$ cat src/rtl/bank_dec_pkg.sv
package bank_dec_pkg;
  typedef enum logic [2:0] {
    RGN_BOOT,
    RGN_COMMON,
    RGN_IO,
    RGN_WINDOW,
    RGN_FREE
  } region_e;

  localparam logic [7:0] COMMON_BASE = 8'h10;
  localparam logic [7:0] IO_BASE     = 8'h70;
  localparam logic [3:0] BOOT_NIB    = 4'h0;
  localparam logic [3:0] IO_NIB      = 4'h7;
  localparam logic [3:0] FREE_NIB    = 4'hF;
  localparam logic [3:0] BOOT_OFS    = 4'h8;
endpackage

$ cat src/rtl/bank_dec_region.sv
module bank_dec_region
  import bank_dec_pkg::*;
(
  input  logic [7:0] addr_i,
  output region_e    region_o
);
  always_comb begin
    if (addr_i[7:4] == BOOT_NIB)     region_o = RGN_BOOT;
    else if (addr_i < IO_BASE)       region_o = RGN_COMMON;
    else if (addr_i[7:4] == IO_NIB)  region_o = RGN_IO;
    else if (addr_i[7:4] == FREE_NIB) region_o = RGN_FREE;
    else                             region_o = RGN_WINDOW;
  end
endmodule

$ cat src/rtl/bank_dec_reg.sv
module bank_dec_reg #(
  parameter int unsigned BANK_W = 8
) (
  input  logic              clk_i,
  input  logic              rst_ni,
  input  logic              we_i,
  input  logic [BANK_W-1:0] d_i,
  output logic [BANK_W-1:0] q_o
);
  always_ff @(posedge clk_i or negedge rst_ni) begin
    if (!rst_ni)   q_o <= '0;
    else if (we_i) q_o <= d_i;
  end
endmodule

$ cat src/rtl/bank_dec_io.sv
module bank_dec_io #(
  parameter int unsigned          NUM_PORTS = 16,
  parameter logic [NUM_PORTS-1:0] USED_MASK = 16'h007F,
  parameter int unsigned          BANK_PORT = 4,
  parameter int unsigned          BANK_W    = 8,
  localparam int unsigned         PORT_W    = $clog2(NUM_PORTS)
) (
  input  logic                 io_hit_i,
  input  logic                 rd_i,
  input  logic                 wr_i,
  input  logic [PORT_W-1:0]    port_i,
  input  logic [BANK_W-1:0]    bank_i,
  output logic [NUM_PORTS-1:0] sel_o,
  output logic                 bank_we_o,
  output logic [BANK_W-1:0]    rdata_o
);
  localparam logic [PORT_W-1:0] BANK_IDX = PORT_W'(BANK_PORT);

  logic strobe;
  logic bank_hit;

  assign strobe   = io_hit_i & (rd_i | wr_i);
  assign bank_hit = io_hit_i & (port_i == BANK_IDX) & USED_MASK[BANK_PORT];

  for (genvar p = 0; p < NUM_PORTS; p++) begin : g_port
    if (USED_MASK[p]) begin : g_used
      assign sel_o[p] = strobe & (port_i == PORT_W'(p));
    end else begin : g_unused
      assign sel_o[p] = 1'b0;
    end
  end

  assign bank_we_o = bank_hit & wr_i;
  // unused ports and external peripherals read as zero from this block
  assign rdata_o   = (bank_hit & rd_i) ? bank_i : '0;
endmodule

$ cat src/rtl/bank_dec_top.sv
module bank_dec_top
  import bank_dec_pkg::*;
#(
  parameter int unsigned   BANK_W    = 8,
  parameter int unsigned   NUM_PORTS = 16,
  parameter logic [15:0]   USED_MASK = 16'h007F,
  parameter int unsigned   BANK_PORT = 4,
  parameter logic [7:0]    BOOT_BANK = 8'h80,
  localparam int unsigned  PHYS_W    = BANK_W + 8,
  localparam int unsigned  PORT_W    = $clog2(NUM_PORTS)
) (
  input  logic                 clk_i,
  input  logic                 rst_ni,
  input  logic [7:0]           addr_i,
  input  logic [7:0]           wdata_i,
  input  logic                 rd_i,
  input  logic                 wr_i,
  output logic [PHYS_W-1:0]    phys_addr_o,
  output logic                 rom_cs_o,
  output logic                 ram_cs_o,
  output logic                 io_cs_o,
  output logic [NUM_PORTS-1:0] io_sel_o,
  output logic [7:0]           rdata_o
);
  region_e           region;
  logic [BANK_W-1:0] bank_q;
  logic [BANK_W-1:0] io_rdata;
  logic              bank_we;
  logic              strobe;
  logic              win_rom;

  bank_dec_region u_region (
    .addr_i   (addr_i),
    .region_o (region)
  );

  bank_dec_reg #(.BANK_W(BANK_W)) u_bank (
    .clk_i  (clk_i),
    .rst_ni (rst_ni),
    .we_i   (bank_we),
    .d_i    (wdata_i[BANK_W-1:0]),
    .q_o    (bank_q)
  );

  bank_dec_io #(
    .NUM_PORTS (NUM_PORTS),
    .USED_MASK (USED_MASK[NUM_PORTS-1:0]),
    .BANK_PORT (BANK_PORT),
    .BANK_W    (BANK_W)
  ) u_io (
    .io_hit_i  (region == RGN_IO),
    .rd_i      (rd_i),
    .wr_i      (wr_i),
    .port_i    (addr_i[PORT_W-1:0]),
    .bank_i    (bank_q),
    .sel_o     (io_sel_o),
    .bank_we_o (bank_we),
    .rdata_o   (io_rdata)
  );

  assign strobe  = rd_i | wr_i;
  assign win_rom = bank_q[BANK_W-1];

  always_comb begin
    unique case (region)
      RGN_BOOT:   phys_addr_o = {BOOT_BANK[BANK_W-1:0], BOOT_OFS, addr_i[3:0]};
      RGN_WINDOW: phys_addr_o = {bank_q, addr_i};
      default:    phys_addr_o = {{BANK_W{1'b0}}, addr_i};
    endcase
  end

  assign rom_cs_o = strobe & ((region == RGN_BOOT) | ((region == RGN_WINDOW) & win_rom));
  assign ram_cs_o = strobe & ((region == RGN_COMMON) | (region == RGN_FREE) |
                              ((region == RGN_WINDOW) & ~win_rom));
  assign io_cs_o  = strobe & (region == RGN_IO);
  assign rdata_o  = 8'(io_rdata);
endmodule

$ cat config.mk
export PLATFORM = sky130hd
export DESIGN_NAME = bank_dec_top
export DESIGN_NICKNAME = d
export VERILOG_FILES = /design/src/rtl/bank_dec_pkg.sv /design/src/rtl/bank_dec_region.sv /design/src/rtl/bank_dec_reg.sv /design/src/rtl/bank_dec_io.sv /design/src/rtl/bank_dec_top.sv
export SDC_FILE = /design/constraint.sdc
export NUM_CORES = 1
export LEC_CHECK = 0
export BUFFER_PORTS_ARGS = -buffer_cell sky130_fd_sc_hd__buf_2
export CAP_MARGIN = 20
export CORE_MARGIN = 3
export CORE_UTILIZATION = 35
export DETAILED_ROUTE_END_ITERATION = 7
export HOLD_SLACK_MARGIN = 0.15
export PLACE_DENSITY = 0.7
export SYNTH_ARGS = -nofsm -noshare
export SYNTH_HDL_FRONTEND = slang
export SYNTH_HIERARCHICAL = 1
export SYNTH_SLANG_ARGS = --single-unit
$ cat constraint.sdc
create_clock -name clk_i -period 7.8 [get_ports clk_i]
set_input_delay 1.95 -clock clk_i [delete_from_list [all_inputs] [get_ports clk_i]]
set_output_delay 1.95 -clock clk_i [all_outputs]
set_load 0.02 [all_outputs]
### After elaboration in Yosys (flattened, before gate mapping)

Index checks and enable logic that the tools add are counted.

| operators by class | value |
|---|---|
| $lt $le $gt $ge | 1 |
| equality and inequality tests | 12 |
| muxes and demuxes | 6 |
| bitwise gates (word level) | 20 |
| reductions and logical operators | 3 |

Operators with widths:

| cell | count |
|---|---|
| $pmux W16 S2 | 1 |
| $eq A4 B3 Y1 const B | 4 |
| $and A1 B1 Y1 | 15 |
| $mux W3 | 4 |
| $eq A4 B2 Y1 const B | 2 |
| $logic_not A4 Y1 | 2 |
| $lt A8 B7 Y1 const B | 1 |
| $mux W8 | 1 |
| $eq A3 B2 Y1 const B | 2 |
| $eq A4 B1 Y1 const B | 1 |
| $eq A4 B4 Y1 const B | 1 |
| $or A1 B1 Y1 | 4 |
| $eq A3 B1 Y1 const B | 1 |
| $eq A3 B3 Y1 const B | 1 |
| $logic_not A3 Y1 | 1 |
| $not A1 Y1 | 1 |

| storage, ports and cells | value |
|---|---|
| register bits | 8 |
| bits of input ports | 20 |
| output and inout port bits | 43 |
| logic and storage cells | 43 |

### Depth between registers and ports, before layout

Gate-level depths: netlist (run 1).

| depth | value |
|---|---|
| word-level depth | 9 |
| depth in mapped cells | 8 |
| mapped depth without buffers | 6 |

### By module

Netlist (run 1), hierarchy kept.

Modules (own cells, without submodules):

| module | instances | cells each | area an instance (um2) | sequential area each (um2) |
|---|---|---|---|---|
| bank_dec_reg | 1 | 17 | 331.6 | 200.2 |
| bank_dec_io | 1 | 44 | 321.6 | 0.0 |
| bank_dec_top | 1 | 27 | 191.4 | 0.0 |
| bank_dec_region | 1 | 6 | 33.8 | 0.0 |

### Worst setup path after synthesis (run 1)

Ideal clock, no wire load.

| timing | value |
|---|---|
| path type | input to output |
| from | input addr_i[4] |
| to | output io_sel_o[2] |
| arrival | 3.620 ns |
| data required time | 5.850 ns |
| setup slack | 2.230 ns |
| cell stages on the path | 5 |
| buffers on the path | 0 |
| path through | nand3_1 > xnor2_1 > nor3b_1 > or3b_4 > nor3_1 |

| between the ends | value |
|---|---|
| longest elaborated chain between the ends | 8 |
| elaborated cells between the ends (all ways) | 11 |
| those cells by class | order compare: 1; eq/ne: 3; mux: 4; bitwise: 2; reduce/logical: 1 |

RTL lines:

| element | RTL line | text |
|---|---|---|
| start: declaration | bank_dec_top.sv:14 | `input logic [7:0] addr_i,` |
| branches (longest 4 deep; another with $lt A8 B7 Y1) | n/a |  |
| $mux W3 * | bank_dec_region.sv:8 | `if (addr_i[7:4] == BOOT_NIB) region_o = RGN_BOOT;` |
| named net region[1] | bank_dec_top.sv:25 | `region_e region;` |
| $eq A3 B2 Y1 * | bank_dec_top.sv:51 | `.io_hit_i (region == RGN_IO),` |
| $and A1 B1 Y1 * | bank_dec_io.sv:22 | `assign strobe = io_hit_i & (rd_i \| wr_i);` |
| $and A1 B1 Y1 * | bank_dec_io.sv:27 | `assign sel_o[p] = strobe & (port_i == PORT_W'(p));` |
| end: declaration | bank_dec_top.sv:22 | `output logic [NUM_PORTS-1:0] io_sel_o,` |

Mark *: on every way through the listed nets, which the timed path passes.

### Final worst setup path (run 1)

| timing | value |
|---|---|
| from | input addr_i[4] |
| to | output io_sel_o[6] |

Same word-level chain as after synthesis.

==> results.md, run 1 <==
- Run status: finished, final reports clean
- N_diodes: 0
- Net count reported at finish: 163
- Combinational family with the most area after synthesis: simple AND/OR/NAND/NOR gates
- Data arrival at the endpoint of the critical path: 4.12 ns
- Clock network fraction of design power: 0.251
- Area of combinational cells with multiple inputs: 561 sq um
- Number of cells produced by synthesis: 94
- TritonCTS clock tree: yes
- Worst setup startpoint: addr_i[4]
- Flip-flop and latch count after synthesis: 8
- Initial antenna violation count: 0
- Register-to-register path setup slack: 6.99 ns
- CTS sink cnt: 8
- Cell type group with the largest total delay on the critical path: simple AND/OR/NAND/NOR gates
- Worst endpoint required time: 5.85 ns
- Setup TNS: 0 ns
- Average wire per standard cell: 12.6 um
- Comb pwr share: 0.361
- Upper clock frequency limit: 0.165 GHz
- Bufs and invs on worst path: 2
- Post-synthesis cell type count: 32
- Net switching share of the total power: 0.348
- Synthesized-area fraction occupied by and/or/nand/nor cells: 0.406
- Crit Path Max Fanout: 12
- Area of the mapped netlist: 878 sq um
- Kind of path behind the tightest hold check: reg2reg
- Destination of the critical timing path: io_sel_o[6]
- Worst reg2reg path depth: 1
- Pwr Density: 110 mW/mm^2
- Ratio of final minimum period to clock period: 0.778
- Standard cell with the maximum stage delay on the critical path: nand3b_1
- Effective utilization at floorplan: 0.382
- Wire length of the first global-routing pass: 3.49 mm
- Number of iterations in the first detailed-routing pass: 4
- Number of stages on the worst setup path: 7
- IR Drop Worst-Case VDD: 64.8 uV
- Clock input transition at the sequential cells of the worst setup and hold paths: 0.05 ns
- Most frequent standard cell in the layout excluding fill and tap cells: buf_2
- Final Skew: 0 ns
- Number of setup violations in the final report: 0
- Type of the worst setup path: in2out
- Cell leakage power: 0.000571 uW
- Proportion of synthesized area in mux cells: 0.137
- Area growth from synthesis to layout: 25.1%
- I/O pin count: 63
- Number of remaining DRC errors: 0
- Standard-cell row count: 17
- Number of buffers added to fix hold violations after cts: 0
- Relative contribution of sequential cells to total power: 0.388
- Chain of cells forming the critical path: buf_2 > nand3_1 > xnor2_1 > nor3b_1 > nand3b_1 > nor3_1 > buf_2
- Clock period minus final worst setup slack: 6.07 ns
- Xor/xnor cell area share of the yosys netlist: 0.00997
- Fraction of final layout cells sized beyond drive strength 1: 0.589
- Register with the highest flop count: u_bank/q_o
- Cell with the most instances on the worst path: buf_2
- Post-CTS setup repair buffer count: 0
- Max-slew headroom: 0.395
- Adder-Cell Fraction of Synth Area: 0
- Kind of start point of the critical path: input port
- Critical path endpoint category: output pin
- Root cell of the clock tree: clkbuf_4
- Vias in the first global route: 779
- Clock buffers created by TritonCTS: 3
- Die Span Y: 56.1 um
- Max incr delay on CP: 0.53 ns
- Sequential cell area: 200 sq um
- Mean number of vias per cell: 4.87
- Synth Area in Compound Gates: 0.0470
- Cell taking the most area after synthesis: dfrtp_1
- P_sw: 42.1 uW
- Portion of synthesized cell area occupied by the leading cell type: 0.228
- Number of nets still failing antenna checks after routing: 0
- Htree depth: 1
- Commonest cells after routing, fill and taps aside: buf_2, nor3_2, nand2_1, and2_1, conb_1
- Internal Dissipation: 78.7 uW
- Global placement routability congestion: 0.811
- Setup repair after global routing missed its margin: false
- Reg2Reg Launch Point: u_bank/q_o[7]$_DFFE_PN0P_
- Global Route Usage Sum: 0.136
- Detailed-route via count: 823
- Detailed Route Iter0 Violations: 26
- Clk buf depth: 2
- Count of filler cells inserted in the layout: 228
- Post-CTS resize count: 0
- Synthesis Warnings: 6
- Most area-consuming cells after synthesis: dfrtp_1, mux2_4, nor3_2, buf_4, and2_1
- Largest register FFs: 8
- I/O Buffers: 53
- Total wirelength of the detailed-routed design: 2.13 mm
- Utilization after layout: 0.478
- Number of max-slew violations in the final report: 0
- Clock latency of the later-clocked register in the worst-skew pair: 0.25 ns
- R2r endpoint: u_bank/q_o[7]$_DFFE_PN0P_
- Die Width: 56.1 um
- Sequential fraction of the synthesis area: 0.228
- Maxcap violations: 0
- Global route overflow: 0
- Hold violation count in the final report: 0
- HPWL after DPL: 1.72 mm
- Slew at the pin closest to its max-slew limit: 0.903 ns
- Mean instance size in the synthesized netlist: 9.34 sq um
- Registers with the most flip-flops: u_bank/q_o x8
- Die footprint: 0.00315 sq mm
- Placeable core region: 0.00230 sq mm
- Largest net degree at the start of global routing: 13
## area by class of cell
type,count,share of cell area
Tap cell,28,0.0319
Multi-Input combinational cell,73,0.510
Timing Repair Buffer,53,0.241
Inverter,4,0.0137
Sequential cell,8,0.182
Clock buffer,3,0.0205
## power groups by stage
| stage | Clock [uW] | Sequential [uW] | Combinational, uW |
|---|---|---|---|
| final | 30.3 | 46.9 | 43.6 |
| after global routing | 33.1 | 47.4 | 47.4 |
| after CTS | 31.3 | 46.9 | 43.7 |
| after detailed placement | 0 | 47.6 | 43.5 |
| after global placement | 0 | 47.5 | 42.3 |
| after floorplan | 0 | 46.8 | 34.9 |
## through the flow
step / hold WS (ns) / setup slack (ns) / instance area, sq um / power, uW / instances
after floorplan: 0.496 / 2.23 / 908 / 81.7 / 102
after global placement: 0.517 / 1.94 / 1080 / 89.8 / 166
after detailed placement: 0.518 / 1.76 / 1080 / 91.1 / 166
after CTS: 0.534 / 1.74 / 1100 / 122 / 169
after global routing: 0.555 / 1.50 / 1100 / 128 / 169
final: 0.530 / 1.73 / 1100 / 121 / 169
## cells in the mapped netlist
cell type   n
nor4_4      1
or2_1       1
and2_4      1
nor3b_1     1
dfrtp_1     8
buf_4      14
or2b_1      1
buf_2       1
inv_1       4
nor2_2      1
nor4_1      2
buf_6       2
a31oi_1     1
xnor2_1     1
nor2b_1     1
a2111oi_2   1
nor3_1      3
nand3_1     1
a22o_2      1
a21oi_1     1
o21ai_1     1
and3b_2     1
or3_4       1
nand2_1     9
mux2_4      8
nand4b_1    1
and2_1      9
conb_1      1
or3b_4      1
nand3b_1    1
nor3_2     11
nor2_1      3
## layer usage
metal / part of all wire / global-route usage / routed length [um]
met2: 0.46 / 0.219 / 980
met5: 0 / 0 / 0
met4: 0.013 / 0.0508 / 28
met1: 0.41 / 0.170 / 875
met3: 0.11 / 0.0418 / 240
## how the worst min path moves through the flow
stage | startpoint | endpoint | slack [ns] | depth (start not counted)
2_1_floorplan | u_bank/q_o[0]$_DFFE_PN0P_ | u_bank/q_o[0]$_DFFE_PN0P_ | 0.50 | 1
3_3_place_gp | u_bank/q_o[3]$_DFFE_PN0P_ | u_bank/q_o[3]$_DFFE_PN0P_ | 0.52 | 1
3_5_place_dp | u_bank/q_o[3]$_DFFE_PN0P_ | u_bank/q_o[3]$_DFFE_PN0P_ | 0.52 | 1
4_1_cts | u_bank/q_o[3]$_DFFE_PN0P_ | u_bank/q_o[3]$_DFFE_PN0P_ | 0.53 | 1
5_1_grt | u_bank/q_o[5]$_DFFE_PN0P_ | u_bank/q_o[5]$_DFFE_PN0P_ | 0.56 | 1
6_report | u_bank/q_o[5]$_DFFE_PN0P_ | u_bank/q_o[5]$_DFFE_PN0P_ | 0.53 | 1
## logic make-up (layout without fill, tap and decap cells)
kind of cell / after synthesis / count (layout)
AND/OR/NAND/NOR: 50 / 50
buffers and inverters: 21 / 60
multiplexers: 8 / 8
flip-flops: 8 / 8
AO/OA/AOI/OAI: 5 / 5
other: 1 / 9
XOR/XNOR: 1 / 1
(Power assumes the default switching activity.)
==> inputs of run 2 (changes only) <==
ABC_AREA = 1   (was not set)
PLACE_DENSITY = 0.72   (was 0.7)
clock period = 6.3 ns   (was 7.8 ns; I/O delays follow)
==> run 2 against run 1 <==
- clock power grew 30%
- synthesized cell count up 54%
- register-to-register slack lost 1.3 ns
- sequential power up 24%
- via count is 14% higher
- clock skew did not move
- critical path type unchanged
- largest cell class unchanged
- largest power group unchanged
==> results.md, run 2 <==
- Final Skew: 0 ns (unchanged)
- Worst setup startpoint: addr_i[5]
- Cell leakage power: 0.000684 uW (+20%)
- Setup repair after global routing missed its margin: false
- Met3 layer wire length in the routed design: 191 um (-20%)
- Relative contribution of sequential cells to total power: 0.392 (+0.004)
- Largest register FFs: 8 (unchanged)
- Cell taking the most area after synthesis: dfrtp_1
- Area of the mapped netlist: 820 sq um (-6.7%)
- Die Span Y: 54.4 um (-3.0%)
- Kind of path behind the tightest hold check: reg2reg
- I/O Buffers: 53 (unchanged)
- I/O pin count: 63 (unchanged)
- Clock network fraction of design power: 0.266 (+0.015)
- Placeable core region: 0.00208 sq mm (-9.4%)
- Comb pwr share: 0.342 (-0.019)
- Registers with the most flip-flops: u_bank/q_o x8
- Mean instance size in the synthesized netlist: 5.65 sq um (-40%)
- Wire length of the first global-routing pass: 3.26 mm (-6.7%)
- Global route overflow: 0 (unchanged)
- Post-synthesis cell type count: 19 (-41%)
- Clock latency of the later-clocked register in the worst-skew pair: 0.25 ns (about the same)
- Post-CTS resize count: 0 (unchanged)
- Die Width: 54.4 um (-3.0%)
- Htree depth: 1 (unchanged)
- Number of nets still failing antenna checks after routing: 0 (unchanged)
- N_diodes: 0 (unchanged)
- Ratio of final minimum period to clock period: 0.758
- Average wire per standard cell: 9.41 um (-25%)
- Vias in the first global route: 787 (+1.0%)
- Standard-cell row count: 16 (-1)
- Met1 WL: 847 um (-3.2%)
- Setup TNS: 0 ns (unchanged)
- Critical path endpoint category: output pin
- Clock buffers created by TritonCTS: 3 (unchanged)
- Total wirelength of the detailed-routed design: 2.09 mm (-1.7%)
- Metal2 WL: 1.03 mm (+5.5%)
- Max incr delay on CP: 0.28 ns (-0.25 ns)
- Run status: finished, final reports clean
- Worst setup slack after layout: 1.52 ns (-0.213 ns)
- Commonest cells after routing, fill and taps aside: buf_2, nand2_1, nor2_1, inv_1, conb_1
- Upper clock frequency limit: 0.209 GHz
- Effective utilization at floorplan: 0.394 (+0.0113)
- Maxcap violations: 0 (unchanged)
- Sequential fraction of the synthesis area: 0.244 (+0.0164)
- Global Route Usage Sum: 0.149 (+0.0123)
- Commonest cells in the synthesized netlist: nand2_1, nor2_1, inv_1
- Highest Signal Layer: met4
- Standard cell with the maximum stage delay on the critical path: o21ai_0
- Hold violation count in the final report: 0 (unchanged)
- Predominant post-synthesis flop cell: dfrtp_1
- Kind of start point of the critical path: input port
- Number of setup violations in the final report: 0 (unchanged)
- IR Drop Worst-Case VDD: 97.3 uV (+50%)
- Die footprint: 0.00296 sq mm (-6.0%)
- Most area-consuming cells after synthesis: dfrtp_1, nand2_1, nor2_1, inv_1, buf_4
- Reg2Reg Launch Point: u_bank/q_o[7]$_DFFE_PN0P_
- Clk buf depth: 2 (unchanged)
- Clock period minus final worst setup slack: 4.78 ns
- Crit Path Max Fanout: 4 (-8)
- Chain of cells forming the critical path: buf_2 > nor2_1 > nand2_1 > nand2_1 > inv_1 > nor2_2 > inv_1 > nor2_1 > o21ai_0 > nor3_1 > buf_2
- P_sw: 55.4 uW (+32%)
- Placement-stage worst setup slack: 1.54 ns (-0.219 ns)
- Register with the highest flop count: u_bank/q_o
- Portion of synthesized cell area occupied by the leading cell type: 0.244 (+0.0164)
- Most frequent standard cell in the layout excluding fill and tap cells: buf_2
- Number of enable-type register cells in the synthesized netlist: 0 (unchanged)
- Fraction of final layout cells sized beyond drive strength 1: 0.328 (-0.260)
- Area growth from synthesis to layout: 29.6%
- Type of the worst setup path: in2out
- Pwr Density: 139 mW/mm^2 (+27%)
- Number of remaining DRC errors: 0 (unchanged)
- Net switching share of the total power: 0.374 (+0.0256)
- Clock input transition at the sequential cells of the worst setup and hold paths: 0.05 ns (about the same)
- Async S/R FF share, synth: 1.00 (unchanged)
- Internal Dissipation: 92.7 uW (+18%)
- Worst endpoint required time: 4.72 ns (-1.13 ns)
- Largest net degree at the start of global routing: 10 (-3)
- Detailed Route Iter0 Violations: 22 (-15%)
- Root cell of the clock tree: clkbuf_4
- Data arrival at the endpoint of the critical path: 3.20 ns (-0.92 ns)
- Utilization after layout: 0.510 (+0.0320)
- Number of max-slew violations in the final report: 0 (unchanged)
- Global placement routability congestion: 0.723 (-11%)
- Post-CTS setup repair buffer count: 0 (unchanged)
- Net count reported at finish: 217 (+33%)
- Mean number of vias per cell: 4.22 (-13%)
- Synthesis Warnings: 6 (unchanged)
- HPWL after DPL: 1.75 mm (+1.7%)
- Max-slew headroom: 0.606 (+0.211)
- Slew at the pin closest to its max-slew limit: 0.589 ns (-0.314 ns)
- Number of iterations in the first detailed-routing pass: 4 (unchanged)
- CTS sink cnt: 8 (unchanged)
- Most common cell in the netlist: nand2_1
- Cell type group with the largest total delay on the critical path: simple AND/OR/NAND/NOR gates
- Hold Startpoint: u_bank/q_o[3]$_DFFE_PN0P_
- Number of buffers added to fix hold violations after cts: 0 (unchanged)
- Detailed-route via count: 936 (+14%)
- Number of cells produced by synthesis: 145 (+54%)
- Bufs and invs on worst path: 4 (+2)
- TritonCTS clock tree: yes
- Initial antenna violation count: 0 (unchanged)
- Flip-flop and latch count after synthesis: 8 (unchanged)
- Final hold slack: 0.494 ns (-0.0355 ns)
==> run 2: cell count changes in the layout (fill, tap and decap cells not counted), sizes merged, moves of 2 or more <==
cell	before	now
nand4	0	2
inv	4	34
and2	10	0
nor3	14	4
nor4	3	0
mux2	8	0
nand2	9	38
nand3	1	4
nor2	4	35
==> run 2: cell type report <==
type                       count  area (sq um)
fill                         235          1020
multi-input combinational     96           409
timing repair buffer          53           265
sequential                     8           200
inverter                      35           131
tap                           27          33.8
clock buffer                   3          22.5
==> run 2: worst paths after layout <==
check	endpoint	cells past startpoint	slack, ns
max in group asynchronous	u_bank/q_o[4]$_DFFE_PN0P_	1	4.98
max reg2reg	u_bank/q_o[7]$_DFFE_PN0P_	2	5.65
min in group asynchronous	u_bank/q_o[5]$_DFFE_PN0P_	1	1.16
min reg2reg	u_bank/q_o[3]$_DFFE_PN0P_	2	0.49
max	io_sel_o[4]	11	1.52
min	u_bank/q_o[3]$_DFFE_PN0P_	2	0.49
==> run 2: power groups by stage <==
stage | combinational [uW] | clock (uW) | sequential [uW]
3_3_place_gp | 49.2 | 0 | 58.8
6_report | 50.7 | 39.4 | 58.1
4_1_cts | 50.9 | 40.8 | 58.0
3_5_place_dp | 50.6 | 0 | 58.9
5_1_grt | 56.8 | 44.9 | 58.5
2_1_floorplan | 38.5 | 0 | 58.2
==> run 2: per-layer routing <==
metal | vias to the layer above | GRT usage
li1 | 497 | -
met1 | 390 | 0.165
met2 | 47 | 0.281
met3 | 2 | 0.0163
met4 | 0 | 0.0622
met5 | - | 0
==> run 2: stage by stage <==
| step | instance area [sq um] | total power, uW | cells |
|---|---|---|---|
| after floorplan | 850 | 96.7 | 153 |
| after global placement | 1040 | 108 | 219 |
| after detailed placement | 1040 | 110 | 219 |
| after CTS | 1060 | 150 | 222 |
| after global routing | 1060 | 160 | 222 |
| final | 1060 | 148 | 222 |
==> run 2: cells by family after synthesis <==
logic type / share of synthesized area
flops: 0.244
simple gates: 0.437
other cells: 0.00458
compound gates: 0.0214
buf+inv: 0.293
==> run 2: tightest hold or removal path, cell delays in order (launching register included) <==
cell	delay, ns
dfrtp_1	0.36
nand2_1	0.06
nand2_1	0.05
